**config.mk**
```make
export PLATFORM = sky130hd
export DESIGN_NAME = uart_regfile
export DESIGN_NICKNAME = d
export VERILOG_FILES = /design/src/rtl/uart_regfile.sv
export SDC_FILE = /design/constraint.sdc
export NUM_CORES = 1
export LEC_CHECK = 0
export BUFFER_PORTS_ARGS = -buffer_cell sky130_fd_sc_hd__buf_2
export CAP_MARGIN = 10
export CORE_MARGIN = 2
export CORE_UTILIZATION = 40
export DETAILED_ROUTE_END_ITERATION = 16
export HOLD_SLACK_MARGIN = 0.02
export PLACE_DENSITY = 0.65
export SETUP_SLACK_MARGIN = 0.05
export SYNTH_ARGS = -nofsm -noshare
export SYNTH_HDL_FRONTEND = slang
export SYNTH_SLANG_ARGS = --single-unit
```
**constraint.sdc**
```tcl
create_clock -name clk -period 3.53 [get_ports clk]
set_input_delay 0.353 -clock clk [delete_from_list [all_inputs] [get_ports clk]]
set_output_delay 0.353 -clock clk [all_outputs]
set_load 0.01 [all_outputs]
```
**src/rtl/uart_regfile.sv**
```systemverilog
module uart_regfile (
  input  logic       clk,
  input  logic       rst_n,
  input  logic [2:0] addr,
  input  logic       wr_en,
  input  logic       rd_en,
  input  logic [7:0] wdata,
  output logic [7:0] rdata,
  output logic       irq,
  input  logic [7:0] rx_data,
  input  logic       rx_ready,
  input  logic       rx_avail,
  input  logic       rx_timeout,
  input  logic [3:0] line_err,
  input  logic       rx_fifo_err,
  input  logic       tx_empty,
  input  logic       tx_idle,
  input  logic       cts,
  input  logic       dsr,
  input  logic       ri,
  input  logic       dcd,
  output logic       rx_pop,
  output logic       tx_load,
  output logic [7:0] tx_data,
  output logic       fifo_en,
  output logic       rx_clr,
  output logic       tx_clr,
  output logic [1:0] rx_trig,
  output logic [1:0] word_len,
  output logic       stop2,
  output logic [2:0] parity,
  output logic       brk,
  output logic [15:0] divisor,
  output logic       dtr,
  output logic       rts,
  output logic       out1,
  output logic       out2,
  output logic       loopback
);

  localparam logic [2:0] A_DATA = 3'd0, A_IEN = 3'd1, A_ID = 3'd2, A_LC = 3'd3,
                         A_MC = 3'd4, A_LS = 3'd5, A_MS = 3'd6, A_SCR = 3'd7;

  logic [3:0] ier;
  logic [7:0] lcr, spr, dll, dlm;
  logic [4:0] mcr;
  logic [3:0] lsr_err, msr_dlt, mprev, mline, m_ev;
  logic       thre_q, txe_q, fen_q;
  logic [1:0] trig_q;
  logic [2:0] code;
  logic       ls_p, rd_p, to_p, th_p, ms_p;
  logic [7:0] iir, lsr, msr;

  wire dlab   = lcr[7];
  wire wr_thr = wr_en & (addr == A_DATA) & ~dlab;
  wire wr_dll = wr_en & (addr == A_DATA) & dlab;
  wire wr_ier = wr_en & (addr == A_IEN) & ~dlab;
  wire wr_dlm = wr_en & (addr == A_IEN) & dlab;
  wire wr_fcr = wr_en & (addr == A_ID);
  wire rd_iir = rd_en & (addr == A_ID);
  wire rd_lsr = rd_en & (addr == A_LS);
  wire rd_msr = rd_en & (addr == A_MS);

  assign rx_pop  = rd_en & (addr == A_DATA) & ~dlab;
  assign tx_load = wr_thr;
  assign tx_data = wdata;
  assign rx_clr  = wr_fcr & wdata[1];
  assign tx_clr  = wr_fcr & wdata[2];
  assign fifo_en = fen_q;
  assign rx_trig = trig_q;

  assign word_len = lcr[1:0];
  assign stop2    = lcr[2];
  assign parity   = lcr[5:3];
  assign brk      = lcr[6];
  assign divisor  = {dlm, dll};
  assign dtr      = mcr[0];
  assign rts      = mcr[1];
  assign out1     = mcr[2];
  assign out2     = mcr[3];
  assign loopback = mcr[4];

  always_ff @(posedge clk or negedge rst_n) begin
    if (!rst_n) begin
      ier <= '0; lcr <= '0; spr <= '0; dll <= '0; dlm <= '0; mcr <= '0;
      fen_q <= 1'b0; trig_q <= '0;
    end else if (wr_en) begin
      case (addr)
        A_DATA: if (dlab) dll <= wdata;
        A_IEN:  if (dlab) dlm <= wdata; else ier <= wdata[3:0];
        A_ID:   begin fen_q <= wdata[0]; trig_q <= wdata[7:6]; end
        A_LC:   lcr <= wdata;
        A_MC:   mcr <= wdata[4:0];
        A_SCR:  spr <= wdata;
        default: ;
      endcase
    end
  end

  assign mline = mcr[4] ? {mcr[3], mcr[2], mcr[0], mcr[1]} : {dcd, ri, dsr, cts};
  assign m_ev  = {mline[3] ^ mprev[3], mprev[2] & ~mline[2],
                  mline[1] ^ mprev[1], mline[0] ^ mprev[0]};

  always_ff @(posedge clk or negedge rst_n) begin
    if (!rst_n) begin
      lsr_err <= '0; msr_dlt <= '0; mprev <= '0;
    end else begin
      lsr_err <= (rd_lsr ? 4'b0 : lsr_err) | line_err;
      msr_dlt <= (rd_msr ? 4'b0 : msr_dlt) | m_ev;
      mprev   <= mline;
    end
  end

  assign ls_p = ier[2] & (|lsr_err);
  assign rd_p = ier[0] & rx_avail;
  assign to_p = ier[0] & rx_timeout;
  assign th_p = ier[1] & thre_q;
  assign ms_p = ier[3] & (|msr_dlt);
  assign irq  = ls_p | rd_p | to_p | th_p | ms_p;

  always_comb begin
    if (ls_p)      code = 3'd3;
    else if (rd_p) code = 3'd2;
    else if (to_p) code = 3'd6;
    else if (th_p) code = 3'd1;
    else           code = 3'd0;
  end

  wire thre_set = (tx_empty & ~txe_q) | (wr_ier & wdata[1] & ~ier[1] & tx_empty);
  wire thre_clr = wr_thr | (rd_iir & (code == 3'd1));

  always_ff @(posedge clk or negedge rst_n) begin
    if (!rst_n) begin
      thre_q <= 1'b0;
      txe_q  <= 1'b1;
    end else begin
      txe_q <= tx_empty;
      if (thre_clr)      thre_q <= 1'b0;
      else if (thre_set) thre_q <= 1'b1;
    end
  end

  assign iir = {fen_q, fen_q, 2'b00, code, ~irq};
  assign lsr = {rx_fifo_err, tx_idle, tx_empty, lsr_err, rx_ready};
  assign msr = {mline, msr_dlt};

  always_comb begin
    case (addr)
      A_DATA:  rdata = dlab ? dll : rx_data;
      A_IEN:   rdata = dlab ? dlm : {4'b0, ier};
      A_ID:    rdata = iir;
      A_LC:    rdata = lcr;
      A_MC:    rdata = {3'b0, mcr};
      A_LS:    rdata = lsr;
      A_MS:    rdata = msr;
      default: rdata = spr;
    endcase
  end


  lsr_clear_chk: assert property (@(posedge clk) disable iff (!rst_n)
    (rd_lsr && line_err == 4'b0) |=> (lsr_err == 4'b0));


  msr_clear_chk: assert property (@(posedge clk) disable iff (!rst_n)
    (rd_msr && m_ev == 4'b0) |=> (msr_dlt == 4'b0));


  thre_clear_chk: assert property (@(posedge clk) disable iff (!rst_n)
    wr_thr |=> !thre_q);


  div_low_chk: assert property (@(posedge clk) disable iff (!rst_n)
    (wr_en && addr == A_DATA && dlab) |=> (divisor[7:0] == $past(wdata)));


  ier_hold_chk: assert property (@(posedge clk) disable iff (!rst_n)
    (wr_en && addr == A_IEN && dlab) |=> $stable(ier));


  irq_id_chk: assert property (@(posedge clk) disable iff (!rst_n)
    (rd_iir && irq) |=> ($past(rdata[0]) == 1'b0));

endmodule

```
==> results.ini, run 1 <==
[route]
firstDrtPassIters = 4
antenna_left = 0
wirelength_um = 8440
first_iter_violations = 176
wire_per_inst_um = 18.4
num_vias = 2490
drc = 0
viasPerCell = 5.42

[logic_synthesis]
synthArstFlopShare_pct = 100
syn_area_um2 = 3060
avgSynthCellArea_um2 = 10.9
ys_seq_area_share_pct = 47.5
ys_ff_latch = 58
synth_edf_count = 0
yosys_most_used_dff = dfrtp_1
syn_nets = 319
ys_warn_count = 0
postSynthCellCount = 282
netlist-cell-type-count = 46

[final_layout]
drive_above_1_share_pct = 44.2
final_nets = 393
diodes = 0
stdcell_area_um2 = 3690
nFillCells = 689
area_growth_pct = 20.6
layout_common_cells = buf_2, dfrtp_1, mux2_2
final_common_cell = buf_2

[timing]
finalClockSkew_ps = 4.95
period_share_pct = 78.4
fin_ws_ps = 762
maxSlewHeadroom_pct = 51.1
rsz0062_at_grt = false
final-setup-viol-count = 0
slew_violations = 0
max_freq_mhz = 361
min_period_ps = 2770
hold_violations = 0
setup-tns-final_ps = 0
tightest_slew_ps = 734

[power_and_ir_drop]
leakagePower_nw = 1.73
p_int_mw = 1.51
power.share.clock_pct = 29.5
p_per_area_nw_per_um2 = 599
sw_frac_of_total_pct = 31.6
pwr-share-seq_pct = 43.5
ir_drop_uv = 350
power_frac_comb_pct = 27.1
netSwitchingPower_mw = 0.698

[clocking]
cts_root_buf = clkbuf_8
cts_tree = done
path_clk_slew_ps = 70
ctsLongestPathBuffers = 2
cts_num_sinks = 58
htree_levels = 3
clk_latency_ps = 340
cts_buffers = 9

[placement]
post-place-ws_ps = 1020
hpwl_um = 6090
place.gp.congestion = 0.842
portBuffers = 88
placed_cell_area_um2 = 3470

[global_routing]
grt_pass1_vias = 2483
grtUsageTotal_pct = 21.3
grt-ovfl-total = 0
antenna_found_initial = 0
grt_max_degree = 47
grt_first_pass_wirelength_um = 13400

[worst_setup_path]
crit_family = multiplexers
cp.required_ps = 3180
crit_buf_inv = 1
cp_slowest_stage_delay_ps = 800
criticalPathCategory = reg -> out
endpoint_kind = primary output
path_max_fanout = 14
critPathLaunchType = flip-flop
slowest_stage = dfrtp_1
cp_data_arrival_time_ps = 2420
worstPathCellList = mux2_2 > mux4_2 > a21oi_1 > o21ai_0 > buf_2

[floorplan]
die_area_um2 = 8370
initial_core_util_pct = 41.7
dieWidth_um = 91.5
design.portCount = 89
num_rows = 31
core_region_area_um2 = 7330
die_height_um = 91.5

[min_path]
hold_path.class = in -> reg

[flow_run]
drv_cap = 0

[outcome]
status = complete, no violations

cell usage after synthesis, drive strengths merged, types with 2 or more instances:
cell type  instances  area (µm²)
nor4               2        12.5
nand2b             3        18.8
o211ai             2        15.0
nor3               7        46.3
inv                6        22.5
nor2              13        51.3
mux2i             14         140
o21ai             16        80.1
nand3              8        40.0
a221oi             2        17.5
clkbuf             4        15.0
a22oi              3        22.5
a211oi             3        22.5
dfrtp             57        1430
a21o               4        30.0
nor2b              4        27.5
a21oi             10        50.1
mux2              48         541
buf               24         151
nand2             25        93.8
a31oi              3        18.8
and3               6        37.5
power by group through the flow:
stage	Clock, mW	Combinational, mW	Sequential [mW]
6_report	0.651	0.598	0.960
3_5_place_dp	0	0.599	0.970
5_1_grt	0.696	0.656	0.985
2_1_floorplan	0	0.369	0.959
4_1_cts	0.666	0.604	0.960
3_3_place_gp	0	0.590	0.967
metrics by stage:
step,hold slack (ps),util [%],power (mW),instances
after floorplan,57.4,-,1.33,282
after global placement,399,47.4,1.56,443
after detailed placement,389,47.4,1.57,443
after CTS,129,50.3,2.23,459
after global routing,126,50.3,2.34,459
final,140,50.3,2.21,459
worst reg2reg max path, delay by kind of cell (launching register included):
kind	cells	cell delay [ps]
AO/OA/AOI/OAI	3	600
buffers and inverters	1	300
flip-flops	1	640
AND/OR/NAND/NOR	2	580
layer usage:
| metal | share of wire (%) | up-vias | global-route usage [%] | wire (µm) |
|---|---|---|---|---|
| li1 | - | 1161 | - | - |
| met1 | 46 | 1214 | 29.4 | 3860 |
| met2 | 46 | 102 | 31.3 | 3860 |
| met3 | 6.8 | 13 | 7.72 | 570 |
| met4 | 1.9 | 0 | 6.06 | 159 |
| met5 | 0 | - | 0 | 0 |
worst paths after layout:
| path | endpoint | slack (ps) | cells after the start | startpoint |
|---|---|---|---|---|
| worst min register to register | msr_dlt[0] | 480 | 2 | mprev[0] |
| max in group asynchronous | txe_q | 2110 | 3 | rst_n |
| worst min-delay path | txe_q | 140 | 1 | tx_empty |
| worst max register to register | thre_q | 1310 | 6 | lcr[7] |
| min in group asynchronous | dlm[0] | 540 | 2 | rst_n |
| worst max-delay path | rdata[2] | 760 | 5 | lcr[7] |
cell families after synthesis:
| group | share of synthesized area [%] |
|---|---|
| AO/OA/AOI/OAI | 11.5 |
| flip-flops | 47.5 |
| AND/OR/NAND/NOR | 11.9 |
| multiplexers | 23.0 |
| buffers and inverters | 6.17 |
sequential cells by signal (all words and copies together) (netlist names):
signal	flops
spr	8
lcr	8
rx_trig	2
mprev	4
lsr_err	4
fifo_en	1
msr_dlt	4
txe_q	1
dlm	8
dll	8
mcr	5
ier	4
thre_q	1
cell type report:
class                   instances  area (µm²)  area share, %
clock buffers                   9         124           3.36
clock inverters                 6        82.6           2.24
inverters                       6        22.5          0.610
multi-input cells             190        1420           38.5
flip-flops and latches         58        1450           39.4
well taps                      99         124           3.36
repair buffers                 91         465           12.6
what timing repair did:
action                                 CTS  global route
endpoints found under the hold margin    2             0
gates resized for setup                  0             0
setup buffers                            0             0
hold buffers                             1             0
Power figures use the tool's default switching activity.
==> run 2, diff against run 1 <==
--- a/config.mk
+++ b/config.mk
@@ -11,7 +11,7 @@
 export CORE_UTILIZATION = 40
 export DETAILED_ROUTE_END_ITERATION = 16
 export HOLD_SLACK_MARGIN = 0.02
-export PLACE_DENSITY = 0.65
+export PLACE_DENSITY = 0.68
 export SETUP_SLACK_MARGIN = 0.05
 export SYNTH_ARGS = -nofsm -noshare
 export SYNTH_HDL_FRONTEND = slang
==> constraint.sdc (replaced) <==
create_clock -name clk -period 2.3 [get_ports clk]
set_input_delay 0.23 -clock clk [delete_from_list [all_inputs] [get_ports clk]]
set_output_delay 0.23 -clock clk [all_outputs]
set_load 0.01 [all_outputs]
==> run 2 against run 1 <==
Via count grew 6.8%. Power up 49%. Sequential share of layout area shrank 1.2 points. Critical endpoint is now rdata[0]. Highest routed layer unchanged.
==> results.ini, run 2 (synthesis gave the netlist of run 1 again) <==
[timing]
period_share_pct = 100
min_period_ps = 2300
setup-tns-final_ps = 0  ; unchanged
max_freq_mhz = 435
hold_violations = 0  ; unchanged
rsz0062_at_grt = true
final-setup-viol-count = 0  ; unchanged
slew_violations = 0  ; unchanged
tightest_slew_ps = 702  ; -32.4 ps
finalClockSkew_ps = 8.61  ; +3.66 ps
maxSlewHeadroom_pct = 53.2  ; +2.2 points

[floorplan]
num_rows = 31  ; unchanged
die_area_um2 = 8370  ; unchanged
initial_core_util_pct = 41.7  ; unchanged
design.portCount = 89  ; unchanged
dieWidth_um = 91.5  ; unchanged
die_height_um = 91.5  ; unchanged
core_region_area_um2 = 7330  ; unchanged

[worst_setup_path]
cp.required_ps = 2070  ; -1110 ps
critPathLaunchType = flip-flop
crit_buf_inv = 1  ; unchanged
cp_data_arrival_time_ps = 2070  ; -350 ps
worstPathCellList = o41a_1 > nor2b_2 > nand3_2 > o31a_1 > o22ai_2 > buf_2
cp_slowest_stage_delay_ps = 460  ; -340 ps
slowest_stage = o41a_1
crit_family = compound AO/OA/AOI/OAI gates
path_max_fanout = 3  ; -11
endpoint_kind = primary output
criticalPathCategory = reg -> out

[global_routing]
grt_pass1_vias = 2500  ; +0.68%
grt-ovfl-total = 0  ; unchanged
grt_first_pass_wirelength_um = 13600  ; +1.4%
antenna_found_initial = 0  ; unchanged
grtUsageTotal_pct = 21.4  ; +0.11 points
grt_max_degree = 31  ; -34%

[clocking]
cts_buffers = 9  ; unchanged
path_clk_slew_ps = 60  ; about the same
ctsLongestPathBuffers = 2  ; unchanged
cts_tree = done
cts_num_sinks = 58  ; unchanged
cts_root_buf = clkbuf_8
clk_latency_ps = 340  ; about the same
htree_levels = 3  ; unchanged

[route]
viasPerCell = 5.62  ; +3.7%
wire_per_inst_um = 18.5  ; +0.57%
drc = 0  ; unchanged
first_iter_violations = 188  ; +6.8%
wirelength_um = 8750  ; +3.6%
firstDrtPassIters = 4  ; unchanged
num_vias = 2660  ; +6.8%
antenna_left = 0  ; unchanged

[power_and_ir_drop]
ir_drop_uv = 578  ; +65%
finalPower_mw = 3.28  ; +49%
p_per_area_nw_per_um2 = 861  ; +44%
leakagePower_nw = 1.80  ; +3.7%

[final_layout]
final_nets = 407  ; +3.6%
layoutNonFillerInstCount = 473  ; +3.1%
area_growth_pct = 24.6
layout_common_cells = buf_2, dfrtp_1, mux2_2
diodes = 0  ; unchanged
final_common_cell = buf_2
drive_above_1_share_pct = 47.6  ; +3.4 points

[placement]
hpwl_um = 6420  ; +5.5%
portBuffers = 88  ; unchanged
place_inst = 450  ; +1.6%
place.gp.congestion = 0.983  ; +17%

[min_path]
hold_path.class = in -> reg

[outcome]
status = complete, no violations

[flow_run]
drv_cap = 0  ; unchanged

run 2: cell types whose count changed in the layout (fill, tap and decap cells not counted), sizes merged:
cell         before  now
clkbuf            9   12
clkinvlp          1    0
bufinv            2    0
dlygate4sd3       1    2
buf              90  103
run 2: final timing paths:
check,from,slack (ps),depth (start not counted),to
min in group asynchronous,rst_n,470,2,dll[5]
setup / recovery,lsr_err[1],1,6,rdata[0]
hold / removal,line_err[2],70,2,lsr_err[2]
max in group asynchronous,rst_n,1160,3,txe_q
setup reg to reg,lcr[7],620,6,thre_q
hold reg to reg,mprev[1],480,2,msr_dlt[1]
run 2: timing repair:
| action | in CTS | in global routing |
|---|---|---|
| endpoints found under the hold margin | 30 | 0 |
| setup buffers | 5 | 1 |
| gates resized for setup | 3 | 9 |
| pin swaps | 3 | 2 |
| hold buffers | 2 | 0 |
| cloned | 0 | 0 |
| endpoints found under the setup margin | 2 | 7 |
run 2: layout make-up:
| class | count | area [µm²] |
|---|---|---|
| Clock buffer | 12 | 155 |
| Tap cell | 99 | 124 |
| Clock inverter | 3 | 15.0 |
| Multi-Input combinational cell | 190 | 1440 |
| Fill cell | 692 | 3520 |
| Timing Repair Buffer | 105 | 598 |
| Inverter | 6 | 22.5 |
| Sequential cell | 58 | 1460 |
run 2: report_power, final:
| part | internal [mW] | switching [mW] |
|---|---|---|
| clock | 0.438 | 0.381 |
| combinational | 0.510 | 0.487 |
| sequential | 1.26 | 0.208 |
run 2: worst register-to-register path, cell delays in order (launching register included):
cell and delay (ps):
dfrtp_2 450, buf_4 140, nor2_1 240, nand3_1 170, o21ai_0 190, a21oi_1 110
a311oi_1 280
run 2: stage by stage:
stage	worst slack (ps)	hold WS [ps]	instance area [µm²]	util [%]
final	0.983	69.1	3810	52.0
after global routing	-95.0	54.2	3810	52.0
after CTS	24.5	57.4	3780	51.5
after detailed placement	214	321	3540	48.3
after global placement	291	302	3540	48.3
after floorplan	455	-65.6	3060	-
run 2: routing by layer:
metal | share of wire (%) | routed length, µm | vias up | global-route usage [%]
met4 | 1.7 | 149 | 0 | 6.19
met1 | 43 | 3770 | 1311 | 29.6
met5 | 0 | 0 | - | 0
met3 | 8.5 | 740 | 11 | 6.80
li1 | - | - | 1200 | -
met2 | 47 | 4090 | 138 | 32.0
